`config.mk`:
```
export PLATFORM = sky130hd
export DESIGN_NAME = halfstep_clkdiv
export DESIGN_NICKNAME = d
export VERILOG_FILES = /design/src/rtl/halfstep_pkg.sv /design/src/rtl/halfstep_period.sv /design/src/rtl/halfstep_seq.sv /design/src/rtl/halfstep_edge.sv /design/src/rtl/halfstep_clkdiv.sv
export SDC_FILE = /design/constraint.sdc
export NUM_CORES = 1
export LEC_CHECK = 0
export ABC_AREA = 1
export BUFFER_PORTS_ARGS = -buffer_cell sky130_fd_sc_hd__clkbuf_2
export CORE_ASPECT_RATIO = 1.5
export CORE_MARGIN = 2
export CORE_UTILIZATION = 65
export DETAILED_ROUTE_END_ITERATION = 16
export PLACE_DENSITY = 0.88
export SKIP_CTS_REPAIR_TIMING = 1
export SLEW_MARGIN = 15
export SYNTH_ARGS = -nofsm -noshare
export SYNTH_HDL_FRONTEND = slang
export SYNTH_SLANG_ARGS = --single-unit
```
`constraint.sdc`:
```
create_clock -name clk_i -period 6.2 [get_ports clk_i]
set_clock_uncertainty 0.2 [all_clocks]
set_input_delay 1.24 -clock clk_i [delete_from_list [all_inputs] [get_ports clk_i]]
set_output_delay 1.24 -clock clk_i [all_outputs]
set_load 0.01 [all_outputs]
```
`src/rtl/halfstep_pkg.sv`:
```
`timescale 1ns/1ps
package halfstep_pkg;
  // output level for the two half-slots of one source cycle
  typedef struct packed {
    logic lvl_rise;  // slot after the rising edge
    logic lvl_fall;  // slot after the falling edge
    logic begins;    // a period starts in this cycle
  } slot_pair_t;
endpackage

```
`src/rtl/halfstep_period.sv`:
```
`timescale 1ns/1ps
module halfstep_period #(
  parameter int unsigned CODE_W = 4,
  localparam int unsigned PW = CODE_W + 1
) (
  input  logic [CODE_W-1:0] code_i,
  output logic [PW-1:0]     per_o
);
  // code 0 (bypass) behaves like code 1: two half-slots per period
  always_comb begin
    if (code_i == '0) per_o = PW'(2);
    else              per_o = {1'b0, code_i} + PW'(1);
  end
endmodule

```
`src/rtl/halfstep_seq.sv`:
```
`timescale 1ns/1ps
module halfstep_seq #(
  parameter int unsigned CODE_W = 4,
  localparam int unsigned PW = CODE_W + 1
) (
  input  logic                      clk_i,
  input  logic                      rst_ni,
  input  logic [PW-1:0]             new_per_i,
  output halfstep_pkg::slot_pair_t  slots_o,
  output logic [PW-1:0]             cnt_o,
  output logic [PW-1:0]             per_o
);
  logic [PW-1:0] cnt_q, per_q;
  logic [PW-1:0] p0, p1, n1, n2, inc0, inc1;
  logic          start0, start1;

  function automatic logic [PW-1:0] high_len(input logic [PW-1:0] p);
    logic [PW:0] t;
    t = {1'b0, p} + (PW+1)'(1);
    return t[PW:1];
  endfunction

  always_comb begin
    start0 = (cnt_q == '0);
    p0     = start0 ? new_per_i : per_q;
    inc0   = cnt_q + PW'(1);
    n1     = (inc0 >= p0) ? '0 : inc0;
    start1 = (n1 == '0);
    p1     = start1 ? new_per_i : p0;
    inc1   = n1 + PW'(1);
    n2     = (inc1 >= p1) ? '0 : inc1;
    slots_o.lvl_rise = (cnt_q < high_len(p0));
    slots_o.lvl_fall = (n1 < high_len(p1));
    slots_o.begins   = start0 | start1;
  end

  always_ff @(posedge clk_i or negedge rst_ni) begin
    if (!rst_ni) begin
      cnt_q <= '0;
      per_q <= PW'(2);
    end else begin
      cnt_q <= n2;
      per_q <= p1;
    end
  end

  assign cnt_o = cnt_q;
  assign per_o = per_q;
endmodule

```
`src/rtl/halfstep_edge.sv`:
```
`timescale 1ns/1ps
module halfstep_edge (
  input  logic                     clk_i,
  input  logic                     rst_ni,
  input  halfstep_pkg::slot_pair_t slots_i,
  output logic                     clk_o,
  output logic                     ce_o
);
  logic rise_q, fall_q, lvl_fall_q, ce_q;

  // only one flop toggles per source edge, so the xor output is glitch-free
  always_ff @(posedge clk_i or negedge rst_ni) begin
    if (!rst_ni) begin
      rise_q     <= 1'b0;
      lvl_fall_q <= 1'b0;
      ce_q       <= 1'b0;
    end else begin
      rise_q     <= fall_q ^ slots_i.lvl_rise;
      lvl_fall_q <= slots_i.lvl_fall;
      ce_q       <= slots_i.begins;
    end
  end

  always_ff @(negedge clk_i or negedge rst_ni) begin
    if (!rst_ni) fall_q <= 1'b0;
    else         fall_q <= rise_q ^ lvl_fall_q;
  end

  assign clk_o = rise_q ^ fall_q;
  assign ce_o  = ce_q;
endmodule

```
`src/rtl/halfstep_clkdiv.sv`:
```
`timescale 1ns/1ps
module halfstep_clkdiv #(
  parameter int unsigned CODE_W = 4
) (
  input  logic              clk_i,
  input  logic              rst_ni,
  input  logic [CODE_W-1:0] code_i,
  output logic              clk_o,
  output logic              ce_o
);
  localparam int unsigned PW = CODE_W + 1;

  logic [PW-1:0]            new_per;
  logic [PW-1:0]            cnt_q;
  logic [PW-1:0]            per_q;
  halfstep_pkg::slot_pair_t slots;

  halfstep_period #(.CODE_W(CODE_W)) i_period (
    .code_i (code_i),
    .per_o  (new_per)
  );

  halfstep_seq #(.CODE_W(CODE_W)) i_seq (
    .clk_i     (clk_i),
    .rst_ni    (rst_ni),
    .new_per_i (new_per),
    .slots_o   (slots),
    .cnt_o     (cnt_q),
    .per_o     (per_q)
  );

  halfstep_edge i_edge (
    .clk_i   (clk_i),
    .rst_ni  (rst_ni),
    .slots_i (slots),
    .clk_o   (clk_o),
    .ce_o    (ce_o)
  );
endmodule

```
==> metrics, run 1 <==
TritonCTS Buffers 3; critical path data arrival time ~4.1 ns; Synth Register Bits 14; Synth area leaders dfrtp_1 20%, ha_1 20%, nand2_1 12%; Pre-Repair DR Iteration Count 5; Final Max Slew Viols 0; remaining antenna violation count 0; Worst Setup End Kind output pin; CP startpoint i_edge.fall_q; outcome finished, final reports clean; Die Ht about 63 um; Die Footprint 2710 um^2; total track usage a little over a quarter; CTS root buf clkbuf_4; clock buffer depth 2; initial antenna violation count 0; TNS Setup 0 ns; average size of a mapped cell 7.15 um^2; DR vias between 1000 and 1500; fin util between 70% and 80%; drt drc 0; Core Box Area between 2000 and 2500 um^2; CP Data Required Time 4.76 ns; first-pass GRT wire length around 5600 um; row count 21; DRT iter0 DRCs 37; CP peak stage delay 0.44 ns; Synth Warn # 0; Max stage delay cell, worst path dfrtn_1; CTS tree yes; drt total wl around 3200 um; post-route cell area roughly 1600 um^2; io pins 8; Starting Density about two thirds; pre-CTS WS about 0.73 ns; Die X-Extent about 43 um; Via-to-Cell Ratio approximately 5.6; Placer Congestion between 0.9 and 1; Buffers & Inverters on Critical Path 1; Clock Sinks 14; synthesized area between 1000 and 1500 um^2; share of the synthesized area in the top cell type a little over 20%; post-synthesis sequential area ratio 23.5%; Synth area leader dfrtp_1; number of global-route vias before repair about 1400; CP cell instances xor2_1 -> clkbuf_2; synthesis-to-finish area growth 7.20%; worst-margin pin slew roughly 0.52 ns; syn nets around 240; max-cap viol count 0; PortBufs 7; hpwl dp about 2600 um; Setup CP Type flip-flop to output pin; final hold viol count 0; # diodes 0; Clk pin slew, worst setup/hold paths around 0.090 ns; worst hold start i_seq.per_o[0]; Crit Path Max Fanout 2; DP Area ~1600 um^2; Critical Path Source Type flip-flop; total gr overflow 0; routed len/inst 13.0 um; RSZ-0062 raised after global routing no; largest delay contributor family on the critical path flip-flops; H-tree depth 1; Unique masters post-synth 30; Final #Nets between 200 and 300; HP Class flip-flop to flip-flop; final setup margin about 0.63 ns; Setup violations, final 0; Worst-Skew Late Latency 0.29 ns; reg2reg start i_seq.cnt_o[0]; largest net degree at the start of global routing 15; relative slew slack 65.1%; fraction of layout cells with a size suffix above 1 approximately 12%; gate count after technology mapping 209
==> logic make-up after synthesis <==
| family | Yosys count | share of synthesized area (%) |
|---|---|---|
| flops | 14 | 23.5 |
| buf+inv | 44 | 11.1 |
| simple gates | 101 | 31.8 |
| xor+xnor | 11 | 6.95 |
| compound gates | 15 | 6.53 |
| fa+ha+maj | 24 | 20.1 |
==> synthesized netlist by cell type, drive strengths merged <==
| cell | n |
|---|---|
| a221oi | 1 |
| xnor2 | 3 |
| dfstp | 1 |
| o21a | 1 |
| o21ai | 5 |
| dfrtn | 1 |
| dfrtp | 12 |
| a21o | 1 |
| nand3 | 16 |
| a21oi | 5 |
| xor2 | 8 |
| ha | 24 |
| o211ai | 2 |
| and3 | 1 |
| inv | 44 |
| or2 | 2 |
| nand4 | 12 |
| nor2 | 19 |
| nand2 | 51 |
==> final timing paths <==
check,end,slack (ns),cells past startpoint
worst max-delay path,clk_o,0.63,2
worst min register to register,i_seq.per_o[0],0.53,4
worst max register to register,i_seq.cnt_o[3],1.48,28
max in group asynchronous,i_edge.fall_q,1.87,1
min in group asynchronous,i_seq.per_o[0],0.64,1
worst min-delay path,i_seq.per_o[0],0.53,4
==> sequential cells by signal (all words and copies together) (netlist names) <==
register	flops
i_edge.lvl_fall_q	1
i_edge.rise_q	1
i_edge.fall_q	1
i_seq.per_o	5
i_seq.cnt_o	5
i_edge.ce_o	1
==> tightest hold or removal path, cell delays in order (launching register included) <==
cell,delay [ns]
dfrtp_1,0.33
nand2_1,0.05
nand2_1,0.17
nand2_1,0.10
nand2_1,0.06
==> cells in the final DEF (no fill, tap or decap), drive strengths merged, types with 3 or more instances in the layout <==
| cell | Yosys | layout |
|---|---|---|
| nand2 | 51 | 51 |
| inv | 44 | 44 |
| ha | 24 | 24 |
| nor2 | 19 | 19 |
| nand3 | 16 | 16 |
| dfrtp | 12 | 12 |
| nand4 | 12 | 12 |
| clkbuf | 0 | 11 |
| xor2 | 8 | 8 |
| a21oi | 5 | 5 |
| o21ai | 5 | 5 |
| xnor2 | 3 | 3 |
==> final cells by class <==
| cell class | instances | area [um^2] |
|---|---|---|
| multi-input combinational | 151 | 977 |
| fill | 170 | 606 |
| sequential | 14 | 352 |
| inverter | 44 | 165 |
| timing repair buffer | 8 | 42.5 |
| clock buffer | 4 | 36.3 |
| tap | 23 | 28.8 |
==> routing by layer <==
layer / vias up / track usage, % / part of all wire (%)
met2: 46 / 46.3 / 53
met5: - / 0 / 0
li1: 697 / - / -
met4: 0 / 16.3 / 4.9
met3: 13 / 3.18 / 3.5
met1: 622 / 29.7 / 39
==> through the flow <==
stage	hold WS, ns	instances
2_1_floorplan	0.402	209
6_report	0.533	244
5_1_grt	0.595	244
4_1_cts	0.520	244
3_5_place_dp	0.499	240
3_3_place_gp	0.503	240
Power of run 1 is not shown: default switching activity piles up to over one toggle a cycle in this logic, so the estimate is an artifact.
==> inputs of run 2 (changes only) <==
Settings changed: ABC_AREA 1 to unset.
==> metrics, run 2 <==
worst-margin pin slew 0.385 ns (-0.133 ns); EDFF count, synth 0 (unchanged); post-synthesis sequential area ratio 24.6% (+1.1 points); Core Box Area 2050 um^2 (-7.0%); routed len/inst 17.7 um (+35%); CP Data Required Time 6.21 ns (+1.45 ns); Worst R2R Setup Slack 0.52 ns (-0.96 ns); Synth Warn # 0 (unchanged); Via-to-Cell Ratio 6.04 (+7.0%); synthesis-to-finish area growth 15.1%; Crit Path Max Fanout 6 (+4); Final Max Slew Viols 0 (unchanged); Die Ht 61.4 um (-2.1%); Die Footprint 2600 um^2 (-4.0%); CP peak stage delay 0.33 ns (-0.11 ns); Commonest cells post-synth 24 x ha_1, 15 x inv_1, 15 x nor2_1; number of global-route vias before repair 1280 (-5.5%); Placer Congestion 0.886 (-5.3%); critical path data arrival time 6.06 ns (+1.93 ns); DRT iter0 DRCs 34 (-8.1%); H-tree depth 1 (unchanged); average size of a mapped cell 8.87 um^2 (+24%); relative slew slack 73.6% (+8.5 points); leading cell type in the layout, fill and taps excluded ha_1; Worst Setup End Kind flip-flop; outcome finished, final reports clean; Synth Register Bits 14 (unchanged); HP Class flip-flop to flip-flop; Setup violations, final 0 (unchanged); CTS tree yes; gate count after technology mapping 161 (-23%); synthesized area 1430 um^2 (-4.4%); hpwl dp 2650 um (+1.0%); total track usage 28.7% (+2.0 points); fraction of layout cells with a size suffix above 1 22.8% (+11 points); share of the clock period used by the worst path a little over nine tenths; Layout fillers 120 (-29%); first-pass GRT wire length 5440 um (-2.7%); Unique masters post-synth 36 (+20%); final hold viol count 0 (unchanged); share of the synthesized area in the top cell type 21.0% (+0.92 points); drt drc 0 (unchanged); Die X-Extent 42.3 um (-2.0%); Clock Sinks 14 (unchanged); Pre-Repair DR Iteration Count 4 (-1); max-cap viol count 0 (unchanged); total gr overflow 0 (unchanged); clock buffer depth 2 (unchanged); Synth area leader dfrtp_1; Worst-Skew Late Latency 0.30 ns (about the same); TritonCTS Buffers 3 (unchanged); dominant synthesized flop cell dfrtp_1; ys async rst share 100% (unchanged); drt total wl 3640 um (+14%); fin util 80.2% (+7.6 points); Setup CP Type input pin to flip-flop; Starting Density 69.6% (+1.9 points); TNS Setup 0 ns (unchanged); maximum clock frequency between 0.15 and 0.2 GHz; Final Critical Period 6.05 ns; Max stage delay cell, worst path o32a_1; Critical Path Source Type input pin; DR vias 1245 (-9.7%); initial antenna violation count 0 (unchanged); PortBufs 7 (unchanged); io pins 8 (unchanged); row count 20 (-4.8%); # diodes 0 (unchanged); Clk pin slew, worst setup/hold paths 0.09 ns (about the same); final setup margin 0.154 ns (-0.477 ns); commonest cells after routing, fill and taps aside 23 x ha_1, 15 x inv_1, 15 x buf_4; most common cell in the netlist ha_1; Synth area leaders dfrtp_1 21%, ha_1 21%, xor2_1 5.5%; pre-CTS WS -0.201 ns (-0.928 ns); largest net degree at the start of global routing 15 (unchanged); syn nets 191 (-20%); Final #Nets 215 (-15%); Min Hold Slack 0.547 ns (+0.0144 ns); remaining antenna violation count 0 (unchanged); CTS root buf clkbuf_4
run 2: cell families (layout without fill, tap and decap cells):
kind of cell	count (synthesis)	after routing	share of synthesized area, %
and+or+nand+nor	51	51	18.4
AOI/OAI and AO/OA	29	29	13.7
adders and majority gates	25	25	21.8
buffers and inverters	18	41	5.87
xor gates and xnor gates	17	17	10.4
DFF	14	14	24.6
muxes	7	7	5.17
run 2: critical path: cells and delay by family:
family	cells	cell delay, ns
AO/OA/AOI/OAI	8	1.67
multiplexers	2	0.29
adder cells (fa/ha/maj)	6	1.44
buffers and inverters	5	0.34
XOR/XNOR	1	0.11
AND/OR/NAND/NOR	7	0.95
run 2: layer usage:
layer,up-vias,routed length [um],track usage [%]
li1,595,-,-
met1,585,1390,27.7
met2,44,1910,54.9
met3,21,136,4.69
met4,0,200,21.0
met5,-,0,0
run 2: final timing paths:
path                       cells past startpoint                 to            from
setup / recovery                              29  i_edge.lvl_fall_q       code_i[1]
hold / removal                                 3     i_seq.per_o[0]  i_seq.per_o[0]
setup reg to reg                              27  i_edge.lvl_fall_q  i_seq.cnt_o[0]
hold reg to reg                                3     i_seq.per_o[0]  i_seq.per_o[0]
max in group asynchronous                      1      i_edge.fall_q          rst_ni
min in group asynchronous                      1     i_seq.per_o[0]          rst_ni
run 2: metrics by stage:
| stage | instance area, um^2 | std cells |
|---|---|---|
| 2_1_floorplan | 1430 | 161 |
| 3_3_place_gp | 1550 | 199 |
| 3_5_place_dp | 1550 | 199 |
| 4_1_cts | 1580 | 203 |
| 5_1_grt | 1650 | 206 |
| 6_report | 1650 | 206 |
run 2: final cells by class:
cell class / count / area [um^2] / area share (%)
clock buffer: 4 / 26.3 / 1.60
inverter: 15 / 56.3 / 3.42
multi-input combinational: 129 / 1040 / 63.0
sequential: 14 / 352 / 21.4
tap: 22 / 27.5 / 1.67
timing repair buffer: 22 / 148 / 8.97
Power of run 2 is left out for the same reason.
